### config.mk
export PLATFORM = sky130hd
export DESIGN_NAME = bus_clk_divider
export DESIGN_NICKNAME = d
export VERILOG_FILES = /design/src/rtl/bus_clk_divider.sv
export SDC_FILE = /design/constraint.sdc
export NUM_CORES = 1
export LEC_CHECK = 0
export BUFFER_PORTS_ARGS = -buffer_cell sky130_fd_sc_hd__buf_4
export CELL_PAD_IN_SITES_DETAIL_PLACEMENT = 2
export CELL_PAD_IN_SITES_GLOBAL_PLACEMENT = 2
export CORE_MARGIN = 1
export CORE_UTILIZATION = 37
export DETAILED_ROUTE_END_ITERATION = 6
export GPL_TIMING_DRIVEN = 0
export PLACE_DENSITY_LB_ADDON = 0.25
export SYNTH_ARGS = -nofsm -noshare
export SYNTH_HDL_FRONTEND = slang
export SYNTH_SLANG_ARGS = --single-unit
### constraint.sdc
create_clock -name clk -period 11.02 [get_ports clk]
set_clock_uncertainty 0.15 [all_clocks]
set_input_delay 0 -clock clk [delete_from_list [all_inputs] [get_ports clk]]
set_output_delay 0 -clock clk [all_outputs]
set_load 0.02 [all_outputs]
### src/rtl/bus_clk_divider.sv
module bus_clk_divider #(
  parameter int          CTRL_W   = 8,
  parameter int          SEL_LSB  = 4,
  parameter int          CNT_W    = 4,
  parameter logic [2:0]  ALT_CODE = 3'b011
) (
  input  logic              clk,
  input  logic              rst_n,
  input  logic              cfg_wr,
  input  logic [CTRL_W-1:0] cfg_data,
  input  logic              alt_en,
  output logic              clk_div,
  output logic              tick
);

  localparam int SEL_W = 3;

  function automatic logic [CNT_W-1:0] ratio_of(input logic [SEL_W-1:0] code);
    case (code)
      3'b000:  ratio_of = CNT_W'(2);
      3'b001:  ratio_of = CNT_W'(4);
      3'b010:  ratio_of = CNT_W'(8);
      3'b100:  ratio_of = CNT_W'(3);
      3'b101:  ratio_of = CNT_W'(6);
      3'b110:  ratio_of = CNT_W'(5);
      3'b111:  ratio_of = CNT_W'(10);
      default: ratio_of = CNT_W'(1);
    endcase
  endfunction

  logic [SEL_W-1:0] pend_q, act_q;
  logic [CNT_W-1:0] cnt_q, cnt_nx, n_act, hi_start;
  logic             clk_q, tick_q, alt_q, at_end;

  assign n_act    = ratio_of(act_q);
  assign hi_start = n_act - (n_act >> 1);
  assign alt_q    = (act_q == ALT_CODE);
  assign at_end   = (cnt_q == n_act - CNT_W'(1));
  assign cnt_nx   = (alt_q || at_end) ? '0 : cnt_q + CNT_W'(1);

  always_ff @(posedge clk or negedge rst_n) begin
    if (!rst_n) begin
      pend_q <= ALT_CODE;
      act_q  <= ALT_CODE;
      cnt_q  <= '0;
      clk_q  <= 1'b0;
      tick_q <= 1'b0;
    end else begin
      if (cfg_wr) pend_q <= cfg_data[SEL_LSB +: SEL_W];
      if (alt_q || at_end) act_q <= pend_q;
      cnt_q  <= cnt_nx;
      clk_q  <= !alt_q && (cnt_nx >= hi_start);
      tick_q <= alt_q ? alt_en : (cnt_nx == hi_start);
    end
  end

  assign clk_div = clk_q;
  assign tick    = tick_q;

  a_r1_cnt_in_range: assert property (@(posedge clk) disable iff (!rst_n)
    cnt_q < n_act);

  a_r4_alt_low: assert property (@(posedge clk) disable iff (!rst_n)
    alt_q |-> !clk_div);

  a_r4_alt_follow: assert property (@(posedge clk) disable iff (!rst_n)
    ($past(rst_n) && $past(alt_q)) |-> (tick == $past(alt_en)));

  a_r6_tick_at_rise: assert property (@(posedge clk) disable iff (!rst_n)
    $rose(clk_div) |-> tick);

  a_r6_tick_single: assert property (@(posedge clk) disable iff (!rst_n)
    (tick && clk_div) |=> !tick);

  a_r7_switch_at_end: assert property (@(posedge clk) disable iff (!rst_n)
    (act_q != $past(act_q)) |-> ($past(at_end) || $past(alt_q)));

endmodule

* Word level (Yosys, flattened, before mapping) *
Cells that the tools add are included.

storage, ports and cells
  register bits = 12
  input bits = 12
  output and inout bits = 2
  word-level logic and storage cells = 25

operators by class
  $add $sub $neg = 3
  $lt $le $gt $ge = 1
  eq/ne operators = 9
  muxes and demuxes = 3
  reductions and logical operators = 4

operators by type and width
  cell                                               count
  case mux 4 bit (7 select lines)                    1
  == test 3 bit (second input constant)              4
  == test 4 bit                                      2
  == test 3 x 2 -> 1 bit (second input constant)     2
  adder 4 x 1 -> 4 bit (second input constant)       1
  greater-or-equal comparator 4 bit                  1
  2-to-1 mux 4 bit                                   1
  subtractor 4 x 1 -> 4 bit (second input constant)  1
  subtractor 4 x 3 -> 4 bit                          1
  == test 3 x 1 -> 1 bit (second input constant)     1
  zero test 3 bit                                    1
  logical AND 1 bit                                  1
  zero test 1 bit                                    1
  logical OR 1 bit                                   1
  2-to-1 mux 1 bit                                   1

* Logic depth before layout (Yosys ltp) *
Gate-level depths: netlist of the first run.

  word-level depth = 8
  depth in mapped cells = 17
  mapped depth without buffers = 15

* Worst setup path after synthesis of the first run *
OpenSTA, ideal clock, no wires.

  path type = reg2reg
  from = reg act_q[1]
  to = reg clk_q (netlist: clk_div)
  setup time = 0.131 ns
  data arrival time = 3.469 ns
  required time = 10.739 ns
  path slack = 7.269 ns
  stages on the path, launching flop included = 16
  path buffers = 1
  period minus slack after synthesis = 3.751 ns
  cell sequence = dfstp_2 -> buf_4 -> inv_1 -> o21ai_0 -> ha_1 -> or4bb_1 -> o311ai_1 -> nor4_2 -> o211a_4 -> or3_1 -> ha_1 -> nand2b_1 -> a21o_1 -> a21o_1 -> a21oi_1 -> nor2_1

between the ends
  cells in the longest elaborated chain, start to end = 8
  elaborated cells on any way between the ends = 17
  those cells by class = add/sub: 2; order compare: 1; eq/ne: 8; mux: 2; reduce/logical: 4

RTL lines
  element                                      RTL line  RTL
  start, declared                              31        logic [SEL_W-1:0] pend_q, act_q;
  start signal, assigned                       50        if (alt_q || at_end) act_q <= pend_q;
  == test 3 bit, or another cell as far along  19        case (code)
  case mux 4 bit (7 select lines)              19
  subtractor 4 x 1 -> 4 bit                    38        assign at_end = (cnt_q == n_act - CNT_W'(1));
  == test 4 bit                                38
  logical OR 1 bit                             39        assign cnt_nx = (alt_q || at_end) ? '0 : cnt_q + CNT_W'(1);
  2-to-1 mux 4 bit                             39
  greater-or-equal comparator 4 bit            52        clk_q <= !alt_q && (cnt_nx >= hi_start);
  logical AND 1 bit *                          52
  end signal, assigned                         52
  end, declared                                33        logic clk_q, tick_q, alt_q, at_end;

Every way passes the cells marked *; elsewhere a longest branch is shown, timed or not.
A chain may end at the register's enable or synchronous reset.

* Final worst setup path of the first run *
Same ends and word-level chain as after synthesis.

==> run_results.csv, run 1 <==
group,metric,value,unit
routing,final_antenna_net_count,0,
global_routing,antenna_found_initial,0,
clock_network,cts_repair_resize_count,0,
synth,synth_area,957,um^2
outcome,run_status,"completed",
setup_path,cp_cell_sequence,"buf_4 > and3b_2 > clkbuf_1 > clkbuf_1 > nor2_1 > ha_1 > xnor2_1 > o21ai_0 > nand3_1 > o211a_4 > or3_1 > ha_1 > nand2b_1 > a21o_1 > a21o_1 > a21oi_1 > nor2_1",
routing,routedWlPerCell,19.3,um
routing,first_drt_pass_iteration_count,4,
die,core_area,2450,um^2
routing,drt_drc_violations_left,0,
placement,placed_cell_area,1050,um^2
setup_path,cp_slowest_stage_delay,520,ps
synth,yosys_warnings,0,
timing,finalHoldViolCount,0,
timing,final.setup.tns,0,ps
timing,worst_slew_pin_slew,551,ps
finish,fin_area,1160,um^2
timing,slew_viol_final,0,
setup_path,critPathLaunchType,"flip-flop",
setup_path,timing.critical_path.arrival,4370,ps
setup_path,timing.setup.critical_path_class,"flip-flop to flip-flop",
clock_network,cts.sinks,12,
routing,detail_route.wirelength,2.92,mm
timing,finalCritPeriodShare,0.397,
setup_path,crit_family,"simple AND/OR/NAND/NOR gates",
timing,fmax,0.228,GHz
global_routing,grt_start_max_net_pins,11,
clock_network,cts-buffers-inserted,3,
synth,seq_area_frac_synth,0.319,
clock_network,cts-root-buf,"sky130_fd_sc_hd__clkbuf_4",
die,rows,18,
global_routing,grt_first_pass_wirelength,4.75,mm
synth,syn_nets,125,
clock_network,worst_skew_pair.late_latency,280,ps
die,design.die.area,2790,um^2
finish,diode_count,0,
timing,timing.slew.headroom,0.629,
synth,ys_types,37,
routing,vias_per_cell,5.56,
setup_path,worstSetupEndpointType,"flip-flop",
global_routing,grtUsageTotal,0.248,
setup_path,critical-path-slowest-cell,"sky130_fd_sc_hd__dfstp_2",
clock_network,htree_num_levels,1,
finish,top_library_cells_by_usage_in_the_layout_fill_and_taps_aside,"11 x sky130_fd_sc_hd__ha_1, 9 x sky130_fd_sc_hd__buf_4, 9 x sky130_fd_sc_hd__o21ai_0",
finish,utilization_after_layout,0.473,
placement,place.port_buffers,8,
finish,layout-area-overhead-vs-synth,21.3,%
placement,gpl.final_weighted_congestion,0.725,
finish,fin_nets,145,
die,die_width,52.9,um
synth,average_instance_area_after_synthesis,9.38,um^2
die,floorplan.die.height,52.9,um
synth,synth_cells,102,
hold_path,hold_path.class,"input pin to asynchronous set/reset pin",
finish,final_layout_size_suffix_gt1_frac,0.182,
die,start_util,0.390,
synth,number_of_storage_elements_in_the_synthesis_netlist,12,
setup_path,worst_ep_required_time,11010,ps
clock_network,worst_setup_hold_path_clk_slew,80,ps
finish,mostFrequentLayoutCell,"sky130_fd_sc_hd__ha_1",
die,io_pins,14,
setup_path,timing.critical_path.buf_inv,3,
clock_network,cts_tree,"yes",
clock_network,cts_max_path_buffers,2,
setup_path,critical_path.max_fanout,10,
timing,finalSetupViolCount,0,
global_routing,grt_pass1_vias,970,
timing,fin_crit,4380,ps
timing,grt_setup_unrepaired,"no",
global_routing,gr-total-overflow,0,
routing,drtIter0Drc,3,
run,max_cap_violations,0,
placement,dpl_hpwl,1.93,mm
routing,route.vias.total,840,
-- per-stage QoR --
step,worst slack [ps],hold WS (ps),cells
after floorplan,7270,-446,102
after global placement,6880,-307,140
after detailed placement,6770,-306,140
after CTS,6650,79.1,151
after global routing,6380,109,151
final,6640,98.0,151
-- timing repair --
item | 4_1_cts | 5_1_grt
endpoints found under the setup margin | 0 | 0
hold buffers | 7 | 0
buffers inserted | 0 | 0
endpoints found under the hold margin | 16 | 0
-- metal layers --
| metal | track usage | up-vias | share of wire |
|---|---|---|---|
| met1 | 0.278 | 421 | 0.42 |
| met4 | 0.0439 | 0 | 0.0082 |
| met5 | 0 | - | 0 |
| met3 | 0.0460 | 2 | 0.020 |
| met2 | 0.481 | 8 | 0.55 |
| li1 | - | 409 | - |
-- cell usage after synthesis --
| master | n | share of area |
|---|---|---|
| sky130_fd_sc_hd__a32oi_1 | 3 | 0.027 |
| sky130_fd_sc_hd__and3b_2 | 1 | 0.010 |
| sky130_fd_sc_hd__nand4_1 | 1 | 0.0065 |
| sky130_fd_sc_hd__nor3_1 | 4 | 0.021 |
| sky130_fd_sc_hd__o211ai_1 | 1 | 0.0078 |
| sky130_fd_sc_hd__or4b_1 | 1 | 0.010 |
| sky130_fd_sc_hd__buf_6 | 1 | 0.012 |
| sky130_fd_sc_hd__nand3_1 | 2 | 0.010 |
| sky130_fd_sc_hd__a21o_1 | 2 | 0.016 |
| sky130_fd_sc_hd__o21a_1 | 1 | 0.0078 |
| sky130_fd_sc_hd__nor4_2 | 1 | 0.013 |
| sky130_fd_sc_hd__o211a_1 | 2 | 0.021 |
| sky130_fd_sc_hd__xor2_1 | 4 | 0.037 |
| sky130_fd_sc_hd__nand2b_1 | 1 | 0.0065 |
| sky130_fd_sc_hd__ha_1 | 11 | 0.14 |
| sky130_fd_sc_hd__a32o_1 | 1 | 0.010 |
| sky130_fd_sc_hd__clkbuf_1 | 2 | 0.0078 |
| sky130_fd_sc_hd__a21oi_1 | 3 | 0.016 |
| sky130_fd_sc_hd__nor2b_1 | 4 | 0.026 |
| sky130_fd_sc_hd__and2_1 | 1 | 0.0065 |
| sky130_fd_sc_hd__buf_4 | 1 | 0.0078 |
| sky130_fd_sc_hd__nand2_1 | 7 | 0.027 |
| sky130_fd_sc_hd__o31a_1 | 1 | 0.0092 |
| sky130_fd_sc_hd__o211a_4 | 1 | 0.018 |
| sky130_fd_sc_hd__nor3b_1 | 1 | 0.0078 |
| sky130_fd_sc_hd__dfrtp_1 | 8 | 0.21 |
| sky130_fd_sc_hd__or3_1 | 2 | 0.013 |
| sky130_fd_sc_hd__dfstp_2 | 4 | 0.11 |
| sky130_fd_sc_hd__or4bb_1 | 1 | 0.012 |
| sky130_fd_sc_hd__xnor2_1 | 3 | 0.027 |
| sky130_fd_sc_hd__mux2i_1 | 1 | 0.010 |
| sky130_fd_sc_hd__nor2_1 | 5 | 0.020 |
| sky130_fd_sc_hd__o311ai_1 | 1 | 0.0092 |
| sky130_fd_sc_hd__inv_1 | 7 | 0.027 |
| sky130_fd_sc_hd__mux2_2 | 1 | 0.012 |
| sky130_fd_sc_hd__o21ai_0 | 9 | 0.047 |
| sky130_fd_sc_hd__nand3b_1 | 2 | 0.016 |
-- worst register-to-register path, delay by kind of cell (launching register included) --
| kind | cells | cell delay (ps) |
|---|---|---|
| adders and majority gates | 2 | 570 |
| and+or+nand+nor | 6 | 1040 |
| DFF | 1 | 520 |
| xor gates and xnor gates | 1 | 170 |
| AOI/OAI and AO/OA | 5 | 990 |
| buffers and inverters | 3 | 790 |
-- path summary, 6_finish.rpt --
path	startpoint	end	slack, ps	cells past startpoint
max	act_q[1]	clk_div	6640	17
min	rst_n	pend_q[1]	100	2
max reg2reg	act_q[1]	clk_div	6640	17
min reg2reg	pend_q[2]	pend_q[2]	370	1
max in group asynchronous	rst_n	cnt_q[0]	9820	3
min in group clk	cfg_data[5]	pend_q[1]	330	4
-- layout make-up --
| type | count | area, um^2 |
|---|---|---|
| buffer | 4 | 26.3 |
| clock buffer | 4 | 36.3 |
| inverter | 7 | 26.3 |
| fill | 265 | 1290 |
| tap | 30 | 37.5 |
| timing repair buffer | 15 | 130 |
| sequential | 12 | 305 |
| multi-input combinational | 79 | 599 |
-- state kept, by name, summed over array words and instances, names as in the netlist --
register  cells
act_q         3
tick          1
clk_div       1
cnt_q         4
pend_q        3
-- cell families (layout without fill, tap and decap cells) --
kind of cell / Yosys count / in the layout / synth area share
AND/OR/NAND/NOR: 34 / 34 / 0.207
AO/OA/AOI/OAI: 25 / 25 / 0.190
flip-flops: 12 / 12 / 0.319
adder cells (fa/ha/maj): 11 / 11 / 0.144
buffers and inverters: 11 / 30 / 0.0549
XOR/XNOR: 7 / 7 / 0.0641
multiplexers: 2 / 2 / 0.0222
Power of run 1 is left out: the tool's default activity adds up to more than one toggle a clock period on the data nets, which glitch-free logic cannot reach.
==> run 2, diff against run 1 <==
--- a/config.mk
+++ b/config.mk
@@ -9,7 +9,7 @@
 export CELL_PAD_IN_SITES_DETAIL_PLACEMENT = 2
 export CELL_PAD_IN_SITES_GLOBAL_PLACEMENT = 2
 export CORE_MARGIN = 1
-export CORE_UTILIZATION = 37
+export CORE_UTILIZATION = 31
 export DETAILED_ROUTE_END_ITERATION = 6
 export GPL_TIMING_DRIVEN = 0
 export PLACE_DENSITY_LB_ADDON = 0.25
==> constraint.sdc (replaced) <==
create_clock -name clk -period 3.95 [get_ports clk]
set_clock_uncertainty 0.15 [all_clocks]
set_input_delay 0 -clock clk [delete_from_list [all_inputs] [get_ports clk]]
set_output_delay 0 -clock clk [all_outputs]
set_load 0.02 [all_outputs]
==> run_results.csv, run 2 (synthesis gave the netlist of run 1 again) <==
group,metric,value,unit
die,core_area,2830,um^2
finish,layout-area-overhead-vs-synth,33.3,%
hold_path,hold_path.class,"input pin to asynchronous set/reset pin",
setup_path,critPathLaunchType,"flip-flop",
routing,drtIter0Drc,21,
die,io_pins,14,
setup_path,capture_instance_of_the_worst_register_to_register_path,"clk_div",
finish,reg.largest.list,"cnt_q: 4 flops, act_q: 3 flops, pend_q: 3 flops",
global_routing,antenna_found_initial,0,
setup_path,critical-path-slowest-cell,"sky130_fd_sc_hd__dfstp_2",
finish,fin_cells,161,
setup_path,cp_slowest_stage_delay,550,ps
routing,vias_per_cell,5.64,
routing,routedWlPerCell,20.0,um
placement,dpl_hpwl,1.91,mm
timing,slew_viol_final,0,
die,die_width,57.6,um
routing,first_drt_pass_iteration_count,4,
die,floorplan.die.height,57.6,um
timing,finalSetupViolCount,0,
routing,drt_drc_violations_left,0,
timing,worst_slew_pin_slew,416,ps
placement,gpl.final_weighted_congestion,0.705,
setup_path,timing.critical_path.arrival,3830,ps
setup_path,worstSetupEndpointType,"flip-flop",
die,start_util,0.338,
timing,finalCritPeriodShare,0.962,
clock_network,cts-root-buf,"sky130_fd_sc_hd__clkbuf_4",
finish,mostFrequentLayoutCell,"sky130_fd_sc_hd__buf_4",
setup_path,critical_path.max_fanout,10,
setup_path,worst_setup_path_endpoint,"clk_div",
finish,max_ffs_per_register,4,
die,design.die.area,3310,um^2
routing,route.vias.total,908,
placement,placedCellCount,141,
placement,place.port_buffers,8,
clock_network,worst_skew_pair.late_latency,280,ps
finish,fin_nets,154,
global_routing,grt_pass1_vias,1068,
global_routing,gr-total-overflow,0,
setup_path,regToRegStartpoint,"act_q[0]",
finish,top_library_cells_by_usage_in_the_layout_fill_and_taps_aside,"19 x sky130_fd_sc_hd__buf_4, 9 x sky130_fd_sc_hd__ha_1, 8 x sky130_fd_sc_hd__dfrtp_1",
setup_path,critical_path_stages,15,
timing,fmax,0.263,GHz
clock_network,worst_setup_hold_path_clk_slew,80,ps
run,max_cap_violations,0,
setup_path,crit_path_start,"act_q[0]",
finish,final_layout_size_suffix_gt1_frac,0.315,
routing,detail_route.wirelength,3.21,mm
clock_network,htree_num_levels,1,
setup_path,timing.critical_path.buf_inv,1,
global_routing,grt_first_pass_wirelength,5.17,mm
die,rows,19,
clock_network,cts_max_path_buffers,2,
timing,fin_crit,3800,ps
clock_network,cts-buffers-inserted,3,
finish,regMostFlops,"cnt_q",
timing,final.setup.tns,0,ps
setup_path,crit_family,"simple AND/OR/NAND/NOR gates",
clock_network,cts_tree,"yes",
setup_path,worstRegToRegCells,15,
timing,finalHoldViolCount,0,
global_routing,grtUsageTotal,0.209,
finish,diode_count,0,
setup_path,cp_cell_sequence,"buf_6 > nor2b_2 > a21oi_2 > ha_1 > or4bb_1 > o311ai_2 > nor4_2 > o211a_4 > or3_1 > ha_1 > nand2b_1 > a21o_1 > a21o_1 > a21oi_1 > nor2_1",
global_routing,grt_start_max_net_pins,11,
timing,timing.slew.headroom,0.722,
finish,utilization_after_layout,0.451,
clock_network,cts.sinks,12,
routing,final_antenna_net_count,0,
setup_path,timing.setup.critical_path_class,"flip-flop to flip-flop",
setup_path,regToRegSetupSlack,150,ps
setup_path,worst_ep_required_time,3980,ps
outcome,run_status,"completed",
## run 2: cell types whose count changed in the layout (fill, tap and decap cells not counted), sizes merged
cell and delta:
clkbuf -1, buf +10
## run 2: worst min-delay path by stage
stage,start,to,slack (ps),cells past startpoint
5_1_grt,rst_n,pend_q[1],110,2
2_1_floorplan,rst_n,act_q[2],-450,0
3_5_place_dp,rst_n,pend_q[2],-300,1
3_3_place_gp,rst_n,pend_q[2],-310,1
4_1_cts,rst_n,pend_q[0],80,2
6_report,rst_n,pend_q[1],110,2
## run 2: area by class of cell
class                   count  area (um^2)
repair buffers             25          205
well taps                  31         38.8
flip-flops and latches     12          305
plain buffers               3         32.5
clock buffers               4         36.3
inverters                   7         26.3
multi-input cells          79          632
fillers                   303         1550
## run 2: what timing repair did
| action | CTS | global route |
|---|---|---|
| endpoints found under the hold margin | 16 | 0 |
| cloned | 0 | 0 |
| gates resized for setup | 7 | 8 |
| setup endpoints to repair | 1 | 1 |
| hold buffers | 7 | 0 |
| buffers inserted | 2 | 8 |
| pin swaps | 1 | 6 |
## run 2: metal layers
metal  GRT usage  part of all wire  vias up
met5           0                 0        -
met4      0.0732            0.0078        0
met3      0.0385             0.020        4
met2       0.394              0.55       15
met1       0.231              0.42      464
li1            -                 -      425
## run 2: per-stage QoR
| step | cell area [um^2] | hold WS [ps] | worst slack, ps |
|---|---|---|---|
| 6_report | 1280 | 107 | 149 |
| 4_1_cts | 1190 | 76.9 | 8.63 |
| 5_1_grt | 1280 | 111 | -27.5 |
| 3_5_place_dp | 1060 | -301 | -245 |
| 3_3_place_gp | 1060 | -307 | -139 |
| 2_1_floorplan | 957 | -446 | 199 |
Power of run 2 is left out for the same reason.
